--- config.mk ---
export PLATFORM = sky130hd
export DESIGN_NAME = wdog_timer
export DESIGN_NICKNAME = d
export VERILOG_FILES = /design/src/rtl/wdog_pkg.sv /design/src/rtl/wdog_regs.sv /design/src/rtl/wdog_prescaler.sv /design/src/rtl/wdog_counter.sv /design/src/rtl/wdog_rst_gen.sv /design/src/rtl/wdog_timer.sv
export SDC_FILE = /design/constraint.sdc
export NUM_CORES = 1
export LEC_CHECK = 0
export BUFFER_PORTS_ARGS = -buffer_cell sky130_fd_sc_hd__buf_2
export CELL_PAD_IN_SITES_DETAIL_PLACEMENT = 0
export CELL_PAD_IN_SITES_GLOBAL_PLACEMENT = 1
export CORE_MARGIN = 4
export CORE_UTILIZATION = 44
export CTS_BUF_LIST = sky130_fd_sc_hd__clkbuf_16
export CTS_CLUSTER_DIAMETER = 120
export DETAILED_ROUTE_END_ITERATION = 6
export PLACE_DENSITY_LB_ADDON = 0.1
export REMOVE_ABC_BUFFERS = 1
export SYNTH_ARGS = -nofsm -noshare
export SYNTH_HDL_FRONTEND = slang
export SYNTH_HIERARCHICAL = 1
export SYNTH_SLANG_ARGS = --single-unit
--- constraint.sdc ---
create_clock -name clk_i -period 6.3 [get_ports clk_i]
set_input_delay 1.26 -clock clk_i [delete_from_list [all_inputs] [get_ports clk_i]]
set_output_delay 1.26 -clock clk_i [all_outputs]
set_load 0.02 [all_outputs]
--- src/rtl/wdog_pkg.sv ---
package wdog_pkg;
  localparam logic [3:0] LOAD_OFS = 4'h0;
  localparam logic [3:0] CTRL_OFS = 4'h8;
  localparam logic [1:0] MODE_WD  = 2'd3;
  localparam int unsigned EN_BIT     = 7;
  localparam int unsigned MODE_LSB   = 4;
  localparam int unsigned STATUS_BIT = 8;

  typedef struct packed {
    logic       en;
    logic [1:0] mode;
    logic [3:0] psc;
  } ctrl_t;
endpackage

--- src/rtl/wdog_regs.sv ---
module wdog_regs
  import wdog_pkg::*;
#(
  parameter int unsigned DATA_W = 32,
  parameter int unsigned ADDR_W = 4,
  parameter int unsigned CNT_W  = 16
) (
  input  logic              clk_i,
  input  logic              rst_ni,
  input  logic              bus_we_i,
  input  logic [ADDR_W-1:0] bus_addr_i,
  input  logic [DATA_W-1:0] bus_wdata_i,
  output logic [DATA_W-1:0] bus_rdata_o,
  input  logic [CNT_W-1:0]  count_i,
  input  logic              expire_i,
  output ctrl_t             ctrl_o,
  output logic              load_we_o,
  output logic [CNT_W-1:0]  load_val_o,
  output logic              en_rise_o,
  output logic              status_o
);
  logic  ctrl_we;
  ctrl_t ctrl_q, ctrl_d;
  logic  status_q;

  assign load_we_o = bus_we_i && (bus_addr_i == ADDR_W'(LOAD_OFS));
  assign ctrl_we   = bus_we_i && (bus_addr_i == ADDR_W'(CTRL_OFS));

  // saturate reloads that do not fit the counter
  assign load_val_o = (|bus_wdata_i[DATA_W-1:CNT_W]) ? {CNT_W{1'b1}}
                                                     : bus_wdata_i[CNT_W-1:0];

  always_comb begin
    ctrl_d.en   = bus_wdata_i[EN_BIT];
    ctrl_d.mode = bus_wdata_i[MODE_LSB+:2];
    ctrl_d.psc  = bus_wdata_i[3:0];
  end

  assign en_rise_o = ctrl_we && ctrl_d.en && !ctrl_q.en;

  always_ff @(posedge clk_i or negedge rst_ni) begin
    if (!rst_ni)      ctrl_q <= '0;
    else if (ctrl_we) ctrl_q <= ctrl_d;
  end

  always_ff @(posedge clk_i or negedge rst_ni) begin
    if (!rst_ni)        status_q <= 1'b0;
    else if (load_we_o) status_q <= 1'b0;
    else if (expire_i)  status_q <= 1'b1;
  end

  always_comb begin
    bus_rdata_o = '0;
    if (bus_addr_i == ADDR_W'(LOAD_OFS)) begin
      bus_rdata_o[CNT_W-1:0] = count_i;
    end else if (bus_addr_i == ADDR_W'(CTRL_OFS)) begin
      bus_rdata_o[STATUS_BIT]    = status_q;
      bus_rdata_o[EN_BIT]        = ctrl_q.en;
      bus_rdata_o[MODE_LSB+:2]   = ctrl_q.mode;
      bus_rdata_o[3:0]           = ctrl_q.psc;
    end
  end

  assign ctrl_o   = ctrl_q;
  assign status_o = status_q;
endmodule

--- src/rtl/wdog_prescaler.sv ---
module wdog_prescaler #(
  parameter int unsigned PSC_W = 4,
  parameter int unsigned PC_W  = 1 << PSC_W
) (
  input  logic             clk_i,
  input  logic             rst_ni,
  input  logic             run_i,
  input  logic             restart_i,
  input  logic [PSC_W-1:0] code_i,
  output logic             tick_o
);
  logic [PC_W-1:0] pc_q;
  logic [PC_W-1:0] limit;

  // code 0 -> /1, code n -> /2^(n+1)
  always_comb begin
    if (code_i == '0) limit = '0;
    else              limit = {PC_W{1'b1}} >> (PC_W - 1 - int'(code_i));
  end

  assign tick_o = run_i && !restart_i && (pc_q == limit);

  always_ff @(posedge clk_i or negedge rst_ni) begin
    if (!rst_ni)                  pc_q <= '0;
    else if (restart_i || !run_i) pc_q <= '0;
    else if (tick_o)              pc_q <= '0;
    else                          pc_q <= pc_q + 1'b1;
  end
endmodule

--- src/rtl/wdog_counter.sv ---
module wdog_counter #(
  parameter int unsigned CNT_W = 16
) (
  input  logic             clk_i,
  input  logic             rst_ni,
  input  logic             en_i,
  input  logic             load_we_i,
  input  logic [CNT_W-1:0] load_val_i,
  input  logic             tick_i,
  output logic [CNT_W-1:0] count_o,
  output logic             run_o,
  output logic             expire_o
);
  logic [CNT_W-1:0] cnt_q;

  assign run_o    = en_i && (cnt_q != '0);
  assign expire_o = tick_i && (cnt_q == CNT_W'(1));

  always_ff @(posedge clk_i or negedge rst_ni) begin
    if (!rst_ni)                     cnt_q <= '0;
    else if (load_we_i)              cnt_q <= load_val_i;
    else if (tick_i && cnt_q != '0)  cnt_q <= cnt_q - 1'b1;
  end

  assign count_o = cnt_q;
endmodule

--- src/rtl/wdog_rst_gen.sv ---
module wdog_rst_gen #(
  parameter int unsigned PULSE_CYCLES = 16,
  localparam int unsigned PW = $clog2(PULSE_CYCLES + 1)
) (
  input  logic clk_i,
  input  logic rst_ni,
  input  logic expire_i,
  input  logic wd_mode_i,
  output logic rst_req_o
);
  logic [PW-1:0] left_q;

  always_ff @(posedge clk_i or negedge rst_ni) begin
    if (!rst_ni)                                left_q <= '0;
    else if (left_q != '0)                      left_q <= left_q - 1'b1;
    else if (expire_i && wd_mode_i)             left_q <= PW'(PULSE_CYCLES);
  end

  assign rst_req_o = (left_q != '0);
endmodule

--- src/rtl/wdog_timer.sv ---
module wdog_timer
  import wdog_pkg::*;
#(
  parameter int unsigned DATA_W       = 32,
  parameter int unsigned ADDR_W       = 4,
  parameter int unsigned CNT_W        = 16,
  parameter int unsigned PSC_W        = 4,
  parameter int unsigned PULSE_CYCLES = 16
) (
  input  logic              clk_i,
  input  logic              rst_ni,
  input  logic              bus_we_i,
  input  logic [ADDR_W-1:0] bus_addr_i,
  input  logic [DATA_W-1:0] bus_wdata_i,
  output logic [DATA_W-1:0] bus_rdata_o,
  output logic              rst_req_o,
  output logic              expired_o
);
  localparam int unsigned PC_W = 1 << PSC_W;

  ctrl_t            ctrl_w;
  logic             load_we_w;
  logic [CNT_W-1:0] load_val_w;
  logic             en_rise_w;
  logic [CNT_W-1:0] cnt_w;
  logic             run_w;
  logic             tick_w;
  logic             expire_w;

  wdog_regs #(
    .DATA_W(DATA_W), .ADDR_W(ADDR_W), .CNT_W(CNT_W)
  ) i_regs (
    .clk_i       (clk_i),
    .rst_ni      (rst_ni),
    .bus_we_i    (bus_we_i),
    .bus_addr_i  (bus_addr_i),
    .bus_wdata_i (bus_wdata_i),
    .bus_rdata_o (bus_rdata_o),
    .count_i     (cnt_w),
    .expire_i    (expire_w),
    .ctrl_o      (ctrl_w),
    .load_we_o   (load_we_w),
    .load_val_o  (load_val_w),
    .en_rise_o   (en_rise_w),
    .status_o    (expired_o)
  );

  wdog_prescaler #(
    .PSC_W(PSC_W), .PC_W(PC_W)
  ) i_psc (
    .clk_i     (clk_i),
    .rst_ni    (rst_ni),
    .run_i     (run_w),
    .restart_i (load_we_w || en_rise_w),
    .code_i    (ctrl_w.psc),
    .tick_o    (tick_w)
  );

  wdog_counter #(
    .CNT_W(CNT_W)
  ) i_cnt (
    .clk_i      (clk_i),
    .rst_ni     (rst_ni),
    .en_i       (ctrl_w.en),
    .load_we_i  (load_we_w),
    .load_val_i (load_val_w),
    .tick_i     (tick_w),
    .count_o    (cnt_w),
    .run_o      (run_w),
    .expire_o   (expire_w)
  );

  wdog_rst_gen #(
    .PULSE_CYCLES(PULSE_CYCLES)
  ) i_rst (
    .clk_i     (clk_i),
    .rst_ni    (rst_ni),
    .expire_i  (expire_w),
    .wd_mode_i (ctrl_w.mode == MODE_WD),
    .rst_req_o (rst_req_o)
  );
endmodule

==> metrics.txt <==
Switching Share 0.3446; top cells by area, synth dfrtp_1 (34%), nor2_1 (4.4%), buf_4 (3.7%); slowest CP cell or4_1; met3 wire length about 300 um; Finished Layout Cells between 500 and 600; Yosys warning total 6; Worst Path Class, Setup in -> reg; Synth Cell Area 0.003269 mm^2; Post-DP HPWL between 5000 and 6000 um; cell mode on critical path buf_4; combinational cell fraction of total power 0.253; Tightest Hold Check Type reg -> reg; Syn-to-layout area delta 13.93%; cts-stage hold buffer count 0; vias per inst between 5 and 6; sequential area share after synthesis 0.3444; initial antenna violation count 0; Clock Latency Late Sink around 0.28 ns; wire length on met2 between 3000 and 4000 um; max cap viols 0; layout cell share with drive strength beyond 1 0.2554; largest net degree at the start of global routing 46; post-route minimum period between 4 and 5 ns; adder-cell area share of the yosys netlist 0.01531; detailed-route wire length 7981 um; post_cts resized 0; CP Data Arrival Time about 4.5 ns; initial drt markers 96; worst-margin pin slew between 1 and 1.5 ns; core area between 0.007 and 0.008 mm^2; Max VDD drop approximately 0.00019 V; Unique masters post-synth 67; Flop pwr share 0.446; max-slew violations 0; internal power approximately 650 uW; RSZ-0062 raised after global routing false; NumNets Final between 400 and 500; post-synthesis compound-gate area fraction 0.1623; port buffer count 56; postcts setup bufs 0; CTS max path bufs 2; Finished Core Util 0.5135; critical path peak fanout 33; power after layout approximately 990 uW; Remaining DRCs 0; total gr overflow 0; post-synthesis xor/xnor area fraction 0.04822; Switch Pwr between 300 and 400 uW; antenna-violating nets left 0; CTS tree yes; std cell rows 31; Layout fillers between 700 and 800; Leak 1.522 nW; # clock sinks 45; Mapped Cells around 370; Inst Count DP approximately 500; Clock power frac 0.301; wire length per cell between 15 and 20 um; Setup TNS 0 ns; # H-tree levels 2; Antenna Cells 0; count leader, synth dfrtp_1; flip-flop and latch count after synthesis 45; wire length on met1 about 3600 um; f_max roughly 240 MHz; Die ar. 0.008874 mm^2; CP delay by family, top simple AND/OR/NAND/NOR gates; Worst slew margin 0.3128; final setup fails 0; first-pass GRT wire length ~13000 um; Post-Syn Area per Cell ~8.9 um^2; status finished clean; CP cell instances buf_2 -> nor4_4 -> and2_1 -> buf_4 -> or2_1 -> nor2b_1 -> o2111a_1 -> o2111ai_1 -> nor4_1 -> buf_4 -> nor4b_2 -> nand4_1 -> or4_1 -> nand3_1; PwrDens roughly 260 mW/mm^2; multiplexer share of the synthesized area 0.03406; pre-CTS setup slack about 1.8 ns; simple-gate portion of the synthesized area 0.3169; largest family of logic cells by synthesized area simple AND/OR/NAND/NOR gates; vias around 2900; die width between 90 and 100 um; delay of the slowest critical-path stage approximately 0.52 ns; Final Hold Violating Endpoints 0; CTS buffer count 5; chip height between 90 and 100 um; Setup Skew slightly above 0.006 ns; vias in the first global route between 2000 and 3000; startpoint types input pin; Reg clk slew, reported paths ~0.060 ns; routability cong. 0.8236; I/O pin count 73; Post-synth EDFFs 0; synth cell count leaders dfrtp_1 (45), nor2_1 (38), nand2_1 (26), inv_1 (17), or2_2 (17); highest metal used met4; total global-route track usage 0.1871; CP bufs+invs 3; Req. time, crit path 6.52 ns; largest area contributor in the netlist dfrtp_1; share of the synthesized area in the top cell type 0.3444; Main synth FF type dfrtp_1; CP Capture Type register; drt pass-1 iters 4; Root Driver clkbuf_16; Post-synth ARST share 1.000; initial core utilization 0.4508; fin worst setup slack roughly 2.1 ns; final worst path period share 0.6729
-- worst reg2reg max path, stage by stage, from the launching register on --
cell and delay (ns):
dfrtp_1 0.47, inv_1 0.09, ha_1 0.24, nor3b_1 0.17
nand4_1 0.17, and2_1 0.14, nor2b_1 0.25, o2111a_1 0.22
o2111ai_1 0.17, nor4_1 0.31, buf_4 0.21, nor4b_2 0.36
nand4_1 0.17, or4_1 0.52, nand3_1 0.10
-- flip-flops by register name, summed over array words and instances, names as in the netlist --
signal / flops
i_regs/ctrl_o: 7
i_psc/pc_q: 16
i_rst/left_q: 5
i_regs/status_o: 1
i_cnt/count_o: 16
-- placed cells by master (no fill, tap or decap), types with 3 or more instances in the layout --
master and n:
buf_2 56, dfrtp_1 45, nor2_1 38, nand2_1 26, inv_1 17, or2_2 17, conb_1 16, and2_1 14
nand3_1 13, a21oi_1 12, nand4_1 11, xnor2_1 11, nor4_1 9, mux2_2 9, o21ai_0 8, a22o_1 8
or4_1 7, xor2_1 7, nor3b_1 6, o21ai_1 6, clkbuf_16 5, or3_1 4, o211ai_1 4, a31oi_1 4
ha_1 4, nor3_1 3, o2111ai_1 3, and3_1 3
-- kinds of logic after synthesis --
family	Yosys count
multiplexers	10
other	1
buffers and inverters	49
flip-flops	45
XOR/XNOR	18
AND/OR/NAND/NOR	173
AO/OA/AOI/OAI	69
adder cells (fa/ha/maj)	4
-- metrics by stage --
stage	area (um^2)	hold slack [ns]
floorplan	3139	0.4475
global placement	3558	0.4675
detailed placement	3558	0.4701
CTS	3725	0.4807
global route	3725	0.4893
finish	3725	0.4745
-- power groups by stage --
stage	Sequential [mW]	Combinational, mW	Clock, mW
after floorplan	0.415	0.196	0
after global placement	0.443	0.246	0
after detailed placement	0.444	0.252	0
after CTS	0.439	0.254	0.305
after global routing	0.452	0.287	0.314
final	0.440	0.250	0.297
-- cell type report --
class	count	area, um^2	area share
Multi-Input combinational cell	290	1946	0.5223
Clock inverter	3	41.29	0.01108
Sequential cell	45	1126	0.3023
Tap cell	99	123.9	0.03326
Inverter	18	67.56	0.01814
Clock buffer	5	125.1	0.03359
Timing Repair Buffer	58	295.3	0.07927
-- final timing paths --
check	startpoint	endpoint	slack, ns	depth (start not counted)
worst max register to register	i_cnt/count_o[0]	i_cnt/count_o[13]	2.65	14
worst max-delay path	bus_addr_i[2]	i_cnt/count_o[13]	2.06	14
max in group asynchronous	rst_ni	i_cnt/count_o[3]	4.51	1
worst min-delay path	i_psc/pc_q[0]	i_psc/pc_q[0]	0.47	1
min in group asynchronous	rst_ni	i_psc/pc_q[15]	1.16	1
worst min register to register	i_psc/pc_q[0]	i_psc/pc_q[0]	0.47	1
-- routing by layer --
layer,GRT usage,vias up
li1,-,1406
met1,0.2509,1395
met2,0.3180,59
met3,0.02724,6
met4,0.04212,0
met5,0,-
(Power assumes the default switching activity.)
